<file path="config.mk">
export PLATFORM = sky130hd
export DESIGN_NAME = bram_slave_ctrl
export DESIGN_NICKNAME = d
export VERILOG_FILES = /design/src/rtl/bram_slv_pkg.sv /design/src/rtl/bram_win_decode.sv /design/src/rtl/bram_xfer_qualify.sv /design/src/rtl/bram_beat_seq.sv /design/src/rtl/bram_slave_ctrl.sv
export SDC_FILE = /design/constraint.sdc
export NUM_CORES = 1
export LEC_CHECK = 0
export BUFFER_PORTS_ARGS = -buffer_cell sky130_fd_sc_hd__buf_2
export CORE_ASPECT_RATIO = 2
export CORE_MARGIN = 3
export CORE_UTILIZATION = 25
export CTS_BUF_LIST = sky130_fd_sc_hd__clkbuf_4 sky130_fd_sc_hd__clkbuf_8
export DETAILED_ROUTE_END_ITERATION = 6
export PLACE_DENSITY = 0.59
export SYNTH_ARGS = -nofsm -noshare
export SYNTH_HDL_FRONTEND = slang
export SYNTH_HIERARCHICAL = 1
export SYNTH_SLANG_ARGS = --single-unit
</file>
<file path="constraint.sdc">
create_clock -name clk -period 5.3 [get_ports clk]
set_clock_uncertainty 0.05 [all_clocks]
set_input_delay 0.53 -clock clk [delete_from_list [all_inputs] [get_ports clk]]
set_output_delay 0.53 -clock clk [all_outputs]
set_load 0.1 [all_outputs]
</file>
<file path="src/rtl/bram_slv_pkg.sv">
package bram_slv_pkg;

    typedef enum logic [1:0] {
        XK_SINGLE = 2'b00,
        XK_LINE4  = 2'b01,
        XK_LINE8  = 2'b10,
        XK_BURST  = 2'b11
    } xfer_kind_e;

    typedef enum logic [1:0] {
        ST_IDLE  = 2'b00,
        ST_WRITE = 2'b01,
        ST_READ  = 2'b10
    } slv_state_e;

endpackage

</file>
<file path="src/rtl/bram_win_decode.sv">
module bram_win_decode #(
    parameter int              ADDR_W    = 32,
    parameter logic [ADDR_W-1:0] BASE_ADDR = '0,
    parameter int              WIN_LOG2  = 12,
    parameter bit              P2P       = 1'b0
) (
    input  logic [ADDR_W-WIN_LOG2-1:0] addr_hi,
    output logic                       hit
);

    generate
        if (P2P) begin : g_p2p
            // Point-to-point link: every address belongs to this slave.
            logic unused_hi;
            assign unused_hi = ^addr_hi;
            assign hit       = 1'b1;
        end else begin : g_shared
            localparam logic [ADDR_W-WIN_LOG2-1:0] BASE_HI = BASE_ADDR[ADDR_W-1:WIN_LOG2];
            assign hit = (addr_hi == BASE_HI);
        end
    endgenerate

endmodule

</file>
<file path="src/rtl/bram_xfer_qualify.sv">
module bram_xfer_qualify
    import bram_slv_pkg::*;
#(
    parameter int BYTES    = 8,
    parameter bit BURST_EN = 1'b1,
    parameter int LEN_W    = 4,
    parameter int WORD_AW  = 29,
    parameter int CNT_W    = LEN_W + 1
) (
    input  xfer_kind_e         kind,
    input  logic               rnw,
    input  logic [LEN_W-1:0]   len,
    input  logic [4:0]         addr_lo,
    input  logic [BYTES-1:0]   be,
    output logic               ok,
    output logic [CNT_W-1:0]   beats_m1,
    output logic [WORD_AW-1:0] wrap_mask,
    output logic [BYTES-1:0]   we_pat
);

    localparam int LINE4_BEATS = 16 / BYTES;
    localparam int LINE8_BEATS = 32 / BYTES;

    always_comb begin
        ok        = 1'b0;
        beats_m1  = '0;
        wrap_mask = '0;
        we_pat    = '1;
        unique case (kind)
            XK_SINGLE: begin
                ok     = 1'b1;
                we_pat = be;
            end
            XK_LINE4: begin
                ok        = BURST_EN && (rnw || (addr_lo[3:0] == 4'd0));
                beats_m1  = CNT_W'(LINE4_BEATS - 1);
                wrap_mask = WORD_AW'(LINE4_BEATS - 1);
            end
            XK_LINE8: begin
                ok        = BURST_EN && (rnw || (addr_lo == 5'd0));
                beats_m1  = CNT_W'(LINE8_BEATS - 1);
                wrap_mask = WORD_AW'(LINE8_BEATS - 1);
            end
            XK_BURST: begin
                ok        = BURST_EN && (len != '0);
                beats_m1  = CNT_W'(len);
                wrap_mask = '1;
            end
            default: ok = 1'b0;
        endcase
    end

endmodule

</file>
<file path="src/rtl/bram_beat_seq.sv">
module bram_beat_seq #(
    parameter int WORD_AW = 29,
    parameter int CNT_W   = 5
) (
    input  logic               clk,
    input  logic               rst,
    input  logic               load,
    input  logic [WORD_AW-1:0] start_word,
    input  logic [CNT_W-1:0]   beats_m1,
    input  logic [WORD_AW-1:0] wrap_mask,
    input  logic               step,
    output logic [WORD_AW-1:0] word,
    output logic               last
);

    logic [WORD_AW-1:0] word_q;
    logic [WORD_AW-1:0] mask_q;
    logic [CNT_W-1:0]   left_q;
    logic [WORD_AW-1:0] word_inc;
    logic [WORD_AW-1:0] word_nxt;

    // Masked bits roll over, unmasked bits hold: a line wraps, a burst counts on.
    assign word_inc = word_q + 1'b1;
    assign word_nxt = (word_q & ~mask_q) | (word_inc & mask_q);

    always_ff @(posedge clk) begin
        if (rst) begin
            word_q <= '0;
            mask_q <= '0;
            left_q <= '0;
        end else if (load) begin
            word_q <= start_word;
            mask_q <= wrap_mask;
            left_q <= beats_m1;
        end else if (step && (left_q != '0)) begin
            word_q <= word_nxt;
            left_q <= left_q - 1'b1;
        end
    end

    assign word = word_q;
    assign last = (left_q == '0);

    AST_BEAT_ADVANCES: assert property (@(posedge clk) disable iff (rst)
        (step && !last && !load) |=> (word != $past(word)));

endmodule

</file>
<file path="src/rtl/bram_slave_ctrl.sv">
module bram_slave_ctrl
    import bram_slv_pkg::*;
#(
    parameter int                ADDR_W    = 32,
    parameter int                DATA_W    = 64,
    parameter logic [ADDR_W-1:0] BASE_ADDR = 32'h0002_0000,
    parameter int                WIN_LOG2  = 12,
    parameter bit                P2P       = 1'b0,
    parameter bit                BURST_EN  = 1'b1,
    parameter int                LEN_W     = 4
) (
    input  logic                                   clk,
    input  logic                                   rst,
    input  logic                                   req_valid,
    input  logic [ADDR_W-1:0]                      req_addr,
    input  logic [DATA_W/8-1:0]                    req_be,
    input  logic                                   req_rnw,
    input  logic [1:0]                             req_kind,
    input  logic [LEN_W-1:0]                       req_len,
    input  logic [DATA_W-1:0]                      wr_data,
    output logic                                   addr_ack,
    output logic                                   wr_dack,
    output logic                                   wr_comp,
    output logic                                   rd_dack,
    output logic                                   rd_comp,
    output logic [DATA_W-1:0]                      rd_data,
    output logic                                   mem_en,
    output logic [DATA_W/8-1:0]                    mem_we,
    output logic [ADDR_W-$clog2(DATA_W/8)-1:0]     mem_addr,
    output logic [DATA_W-1:0]                      mem_wdata,
    input  logic [DATA_W-1:0]                      mem_rdata
);

    localparam int BYTES   = DATA_W / 8;
    localparam int OFF     = $clog2(BYTES);
    localparam int WORD_AW = ADDR_W - OFF;
    localparam int CNT_W   = LEN_W + 1;

    localparam logic [ADDR_W:0] WIN_ONE = 1;
    localparam logic [ADDR_W:0] WIN_LO  = {1'b0, BASE_ADDR};
    localparam logic [ADDR_W:0] WIN_HI  = WIN_LO + (WIN_ONE << WIN_LOG2) - WIN_ONE;

    slv_state_e          state_q, state_d;
    logic                win_hit;
    logic                kind_ok;
    logic                accept;
    logic [CNT_W-1:0]    beats_m1;
    logic [WORD_AW-1:0]  wrap_mask;
    logic [BYTES-1:0]    we_pat;
    logic [BYTES-1:0]    we_q;
    logic [WORD_AW-1:0]  cur_word;
    logic                beat_last;
    logic                step;
    logic                rd_vld_q;
    logic                rd_last_q;

    bram_win_decode #(
        .ADDR_W    (ADDR_W),
        .BASE_ADDR (BASE_ADDR),
        .WIN_LOG2  (WIN_LOG2),
        .P2P       (P2P)
    ) u_win (
        .addr_hi (req_addr[ADDR_W-1:WIN_LOG2]),
        .hit     (win_hit)
    );

    bram_xfer_qualify #(
        .BYTES    (BYTES),
        .BURST_EN (BURST_EN),
        .LEN_W    (LEN_W),
        .WORD_AW  (WORD_AW),
        .CNT_W    (CNT_W)
    ) u_qual (
        .kind      (xfer_kind_e'(req_kind)),
        .rnw       (req_rnw),
        .len       (req_len),
        .addr_lo   (req_addr[4:0]),
        .be        (req_be),
        .ok        (kind_ok),
        .beats_m1  (beats_m1),
        .wrap_mask (wrap_mask),
        .we_pat    (we_pat)
    );

    assign accept = (state_q == ST_IDLE) && req_valid && win_hit && kind_ok;
    assign step   = (state_q != ST_IDLE);

    bram_beat_seq #(
        .WORD_AW (WORD_AW),
        .CNT_W   (CNT_W)
    ) u_seq (
        .clk        (clk),
        .rst        (rst),
        .load       (accept),
        .start_word (req_addr[ADDR_W-1:OFF]),
        .beats_m1   (beats_m1),
        .wrap_mask  (wrap_mask),
        .step       (step),
        .word       (cur_word),
        .last       (beat_last)
    );

    // State register
    always_ff @(posedge clk) begin
        if (rst) state_q <= ST_IDLE;
        else     state_q <= state_d;
    end

    // Next state
    always_comb begin
        state_d = state_q;
        unique case (state_q)
            ST_IDLE:  if (accept)    state_d = req_rnw ? ST_READ : ST_WRITE;
            ST_WRITE: if (beat_last) state_d = ST_IDLE;
            ST_READ:  if (beat_last) state_d = ST_IDLE;
            default:                 state_d = ST_IDLE;
        endcase
    end

    // Captured lane enables and read-return pipeline
    always_ff @(posedge clk) begin
        if (rst) begin
            we_q      <= '0;
            rd_vld_q  <= 1'b0;
            rd_last_q <= 1'b0;
        end else begin
            if (accept) we_q <= we_pat;
            rd_vld_q  <= (state_q == ST_READ);
            rd_last_q <= (state_q == ST_READ) && beat_last;
        end
    end

    // Outputs
    always_comb begin
        addr_ack = 1'b0;
        mem_en   = 1'b0;
        mem_we   = '0;
        wr_dack  = 1'b0;
        wr_comp  = 1'b0;
        unique case (state_q)
            ST_IDLE:  addr_ack = accept;
            ST_WRITE: begin
                mem_en  = 1'b1;
                mem_we  = we_q;
                wr_dack = 1'b1;
                wr_comp = beat_last;
            end
            ST_READ:  mem_en = 1'b1;
            default:  mem_en = 1'b0;
        endcase
    end

    assign mem_addr  = cur_word;
    assign mem_wdata = wr_data;
    assign rd_dack   = rd_vld_q;
    assign rd_comp   = rd_last_q;
    assign rd_data   = rd_vld_q ? mem_rdata : '0;

    AST_ACK_IN_WINDOW: assert property (@(posedge clk) disable iff (rst)
        (!P2P && addr_ack) |-> (({1'b0, req_addr} >= WIN_LO) && ({1'b0, req_addr} <= WIN_HI)));
    AST_ACK_NOT_BUSY: assert property (@(posedge clk) disable iff (rst)
        addr_ack |-> !mem_en);
    AST_RD_ONE_CYCLE: assert property (@(posedge clk) disable iff (rst)
        rd_dack |-> ($past(mem_en) && ($past(mem_we) == '0)));
    AST_RD_DATA_QUIET: assert property (@(posedge clk) disable iff (rst)
        !rd_dack |-> (rd_data == '0));
    AST_READ_NO_WE: assert property (@(posedge clk) disable iff (rst)
        (mem_en && !wr_dack) |-> (mem_we == '0));
    AST_WCOMP_WITH_DACK: assert property (@(posedge clk) disable iff (rst)
        wr_comp |-> wr_dack);
    AST_RCOMP_WITH_DACK: assert property (@(posedge clk) disable iff (rst)
        rd_comp |-> rd_dack);
    AST_LINE_WR_ALIGNED: assert property (@(posedge clk) disable iff (rst)
        (addr_ack && !req_rnw && (req_kind == 2'b10)) |-> (req_addr[4:0] == 5'd0));
    AST_BURST_LEN_NONZERO: assert property (@(posedge clk) disable iff (rst)
        (addr_ack && (req_kind == 2'b11)) |-> (req_len != '0));
    AST_SINGLE_ONLY: assert property (@(posedge clk) disable iff (rst)
        (!BURST_EN && addr_ack) |-> (req_kind == 2'b00));

endmodule

</file>
# --- Word-level counts from Yosys, hierarchy flattened ---
# Index checks and enable logic that the tools add are counted.
word_totals:
  reg_bits: 75
  latch_bits: 0
  ram_bits: 0
  rom_bits: 0
  input_bits: 178
  elab_cells: 57
  memories: 0
op_classes:
  n_addsub: 2
  n_mul: 0
  n_div: 0
  order_cmp: 0
  eq_ne: 8
  n_shift: 0
  n_mux: 18
  bitwise: 4
  reduce_logical: 18
ops:
  columns: ["operator", "count"]
  rows:
  - ["29-bit one-hot mux with 3 select lines", 1]
  - ["64-bit 2-to-1 mux", 1]
  - ["29-bit AND", 2]
  - ["29-bit 2-to-1 mux", 2]
  - ["29-bit by 1-bit adder with 29-bit output, second input constant", 1]
  - ["29-bit NOT", 1]
  - ["29-bit bitwise OR", 1]
  - ["20-bit by 6-bit == test with 1-bit output, second input constant", 1]
  - ["8-bit 2-to-1 mux", 2]
  - ["4-bit one-hot mux with 3 select lines", 1]
  - ["5-bit zero test", 2]
  - ["5-bit 2-to-1 mux", 2]
  - ["2-bit == test, second input constant", 3]
  - ["2-bit 2-to-1 mux", 3]
  - ["1-bit logical AND", 5]
  - ["5-bit nonzero test", 1]
  - ["5-bit by 1-bit subtractor with 5-bit output, second input constant", 1]
  - ["2-bit by 1-bit == test with 1-bit output, second input constant", 2]
  - ["2-bit zero test", 2]
  - ["4-bit zero test", 1]
  - ["1-bit 2-to-1 mux", 4]
  - ["1-bit one-hot mux with 4 select lines", 1]
  - ["2-bit one-hot mux with 2 select lines", 1]
  - ["2-bit nonzero test", 2]
  - ["6 further kinds", 7]

# --- Longest topological paths before layout ---
logic_depth:
  depth_word: 6
  depth_mapped: 13

# --- Modules after synthesis ---
# Netlist, hierarchy kept.
modules_own_cells:
  columns: ["mod", "instances", "cells_per_inst", "area_per_inst_um2", "seq_area_each_um2"]
  rows:
  - ["bram_beat_seq", 1, 393, 3288.2, 1261.2]
  - ["bram_slave_ctrl", 1, 202, 1442.6, 240.2]
  - ["bram_xfer_qualify", 1, 56, 396.6, 0.0]
  - ["bram_win_decode", 1, 8, 65.1, 0.0]

# --- Worst setup path after synthesis ---
# OpenSTA, ideal clock, no wires.
synth_timing:
  path_kind: "input to register"
  startpoint: "input port req_kind[0]"
  endpoint: "register u_seq.mask_q[4]"
  arrival_ns: 3.197
  required_time_ns: 5.122
  path_slack_ns: 1.925
  stages: 10
  path_cell_list: "ha_1 a221o_1 nand4_1 buf_2 clkinv_2 buf_1 clkbuf_1 buf_1 mux2i_1 nor2_1"
synth_between:
  elab_chain_len: 3
  elab_cells_between_ends: 7
  cone_classes: "eq/ne (3); mux (2); reduce/logical (2)"
synth_rtl:
  columns: ["item", "line_no", "rtl"]
  rows:
  - ["start, declared", "bram_slave_ctrl.sv:18", "input logic [1:0] req_kind,"]
  - ["2-bit == test (tied with other cells)", "bram_xfer_qualify.sv:29", "unique case (kind)"]
  - ["1-bit one-hot mux with 4 select lines (*)", "bram_xfer_qualify.sv:29", null]
  - ["via kind_ok", "bram_slave_ctrl.sv:45", "logic kind_ok;"]
  - ["1-bit logical AND (*)", "bram_slave_ctrl.sv:85", "assign accept = (state_q == ST_IDLE) && req_valid && win_hit && kind_ok;"]
  - ["via accept", "bram_slave_ctrl.sv:46", "logic accept;"]
  - ["end signal, assigned", "bram_beat_seq.sv:33", "mask_q <= wrap_mask;"]
  - ["end, declared", "bram_beat_seq.sv:17", "logic [WORD_AW-1:0] mask_q;"]
# Mark *: on every way through the listed nets, which the timed path passes. The rest lies on a longest branch.
# A chain may end at the register's enable or synchronous reset.

==> flow_metrics.py <==
metrics = {
    "sta": {
        "slew-limit-headroom_pct": 18.3,
        "rsz0062_at_grt": "no",
        "min_period_ns": 3.38,
        "final_max_slew_viol_count": 0,
        "setup_viol": 0,
        "timing_hold_violations_final": 0,
        "worst_slew_pin_slew_ns": 1.21,
        "setup_tns_ns": 0,
        "fin_crit_sh_pct": 63.7,
        "fmax_mhz": 296,
    },
    "finish": {
        "nets": 961,
        "design_area_um2": 6080,
        "flow.area_growth_from_synthesis_pct": 17.1,
        "drive_gt1_share_pct": 32.9,
        "fillers": 2315,
    },
    "worst_setup_path": {
        "cp-end-kind": "flip-flop",
        "path_class": "reg2reg",
        "crit_fanout": 18,
        "crit_required_ns": 5.51,
        "arrival_ns": 3.59,
        "start_kind": "flip-flop",
    },
    "yosys": {
        "syn_area_per_cell_um2": 7.88,
        "yosysSeqAreaShare_pct": 28.9,
        "netlist.area_leader.share_pct": 28.9,
        "synthDistinctLibCells": 59,
        "ys_seq_elements": 75,
        "synthCells": 659,
        "synth-main-ff-cell": "dfxtp_1",
        "synthTopCellsByArea": "dfxtp_1 (29%), buf_4 (13%), and2_1 (9.4%)",
        "yosys-top-cells-count": "buf_4 (91), and2_1 (78), dfxtp_1 (75)",
        "synth_area_leader_cell": "dfxtp_1",
        "synth_edf_count": 0,
        "synthArstFlopShare_pct": 0,
        "synth.net_count": 846,
        "ys.warnings.count": 6,
        "syn_area_um2": 5190,
        "yosys.cell_count.top_type": "buf_4",
    },
    "clock_network": {
        "htree_levels": 3,
        "cts_buffers": 9,
        "post_cts_buffers": 0,
        "path_clk_slew_ns": 0.09,
        "clock_latency_ns": 0.38,
        "clock_sinks": 75,
        "postCtsHoldBufs": 0,
        "cts.repair.resized": 0,
        "cts_tree": "built",
        "cts_buffer_depth": 2,
        "clockRootBuffer": "clkbuf_8",
    },
    "die": {
        "die_area_um2": 22600,
        "die_x_um": 108,
        "start_util_pct": 25.4,
        "core_um2": 20500,
        "die_height_um": 210,
        "boundaryPins": 349,
        "num_rows": 74,
    },
    "global_routing": {
        "grt_usage_pct": 23.5,
        "antenna_found_initial": 1,
        "grt_pass1_vias": 5074,
        "grt_max_degree": 66,
        "grt_pass1_wl_mm": 37.3,
        "grt.overflow.total": 0,
    },
    "power": {
        "power_switching_w": 0.000292,
        "pwr-share-clk_pct": 42.0,
        "p_seq_share_pct": 50.6,
        "ir_worst_vdd_mv": 0.104,
        "internal_power_w": 0.000821,
        "power_frac_comb_pct": 7.4,
        "p_leak_nw": 2.59,
        "power_density_nw_per_um2": 183,
        "swShare_pct": 26.2,
    },
    "placed_design": {
        "portBuffers": 220,
        "place_congestion": 0.969,
        "dpl_cell_area_um2": 5880,
        "place_hpwl_mm": 23.5,
    },
    "routing": {
        "num_vias": 5396,
        "dr.pass1.iters": 5,
        "drtIter0Drc": 410,
        "routed_wl_mm": 28.0,
        "via_per_inst": 5.15,
        "ant_nets": 0,
        "wire_per_inst_um": 26.7,
        "drc": 0,
    },
    "flow_run": {
        "drv_cap": 0,
    },
    "hold_path": {
        "hold_class": "in2reg",
    },
    "status": {
        "status": "finished clean",
    },
}
==> final timing paths <==
path                                 startpoint   endpoint  slack [ns]  cells past startpoint
worst max-delay path            u_seq/left_q[0]  flip-flop        1.92                      7
worst min-delay path               req_addr[11]  flip-flop        0.37                      3
worst max register to register  u_seq/left_q[0]  flip-flop        1.92                      7
worst min register to register          we_q[3]    we_q[3]        0.41                      2
==> worst max-delay path: stages, from the launching register on <==
cell and delay [ns]:
dfxtp_1 0.37, inv_1 0.06, ha_1 0.21, or4b_1 0.77
inv_4 0.13, nor4_1 1.06, a311oi_1 0.22, a2111oi_0 0.37
==> routing by layer <==
layer,track usage (%),vias up,part of all wire [%]
li1,-,2460,-
met1,20.9,2524,29
met2,38.8,320,47
met3,18.4,92,20
met4,10.2,0,3.9
met5,0,-,0
==> power by group through the flow <==
| stage | Clock, W | Sequential, W | Combinational [W] |
|---|---|---|---|
| finish | 0.000467 | 0.000563 | 0.0000821 |
| CTS | 0.000480 | 0.000563 | 0.0000820 |
| global route | 0.000498 | 0.000563 | 0.0000881 |
| floorplan | 0 | 0.000576 | 0.000264 |
| global placement | 0 | 0.000576 | 0.0000808 |
| detailed placement | 0 | 0.000576 | 0.0000817 |
==> logic make-up (layout without fill, tap and decap cells) <==
family | count (synthesis) | count (layout) | synth area share, %
AO/OA/AOI/OAI | 88 | 88 | 12.4
other | 1 | 3 | 0.0722
adder cells (fa/ha/maj) | 9 | 9 | 2.17
XOR/XNOR | 7 | 7 | 1.18
AND/OR/NAND/NOR | 302 | 302 | 32.2
multiplexers | 28 | 28 | 5.40
flip-flops | 75 | 75 | 28.9
buffers and inverters | 149 | 269 | 17.7
==> placed cells by master (no fill, tap or decap), types with 3 or more instances in the layout <==
master and count:
nor2b_1 8, a2111oi_0 5, buf_2 220, nand2_1 42, nand4_1 24, nor2_1 61, nor3_1 3, xnor2_1 3
a211oi_1 8, a21oi_1 19, mux2i_1 28, or4_1 8, and2_1 78, clkbuf_8 9, or3_1 6, dfxtp_1 74
o211ai_1 5, o21ai_0 9, xor2_1 4, a311oi_1 17, o31ai_1 5, and3_1 10, clkinvlp_4 3, buf_4 10
nor4_2 3, ha_1 9, nor4_1 11, nor4b_1 4, inv_1 21, nand2b_1 9, nand3_1 20, and4_1 6
==> stage by stage <==
| step | setup slack, ns | hold slack [ns] | util (%) | cells | total power (W) |
|---|---|---|---|---|---|
| 2_1_floorplan | 1.93 | 0.382 | - | 659 | 0.000840 |
| 3_5_place_dp | 1.92 | 0.393 | 28.7 | 1029 | 0.000658 |
| 6_report | 1.92 | 0.369 | 29.7 | 1047 | 0.00111 |
| 4_1_cts | 2.04 | 0.357 | 29.7 | 1045 | 0.00113 |
| 5_1_grt | 1.75 | 0.379 | 29.7 | 1045 | 0.00115 |
| 3_3_place_gp | 1.97 | 0.390 | 28.7 | 1029 | 0.000657 |
==> area by class of cell <==
type | count | area, um^2 | share of cell area (%)
multi-input cells | 435 | 2770 | 45.6
flip-flops and latches | 75 | 1500 | 24.7
repair buffers | 230 | 1180 | 19.3
well taps | 266 | 333 | 5.47
clock buffers | 9 | 124 | 2.04
inverters | 23 | 90.1 | 1.48
clock inverters | 7 | 75.1 | 1.23
diodes | 2 | 5.00 | 0.0823
Note: power is estimated with default switching activity, not from simulation.
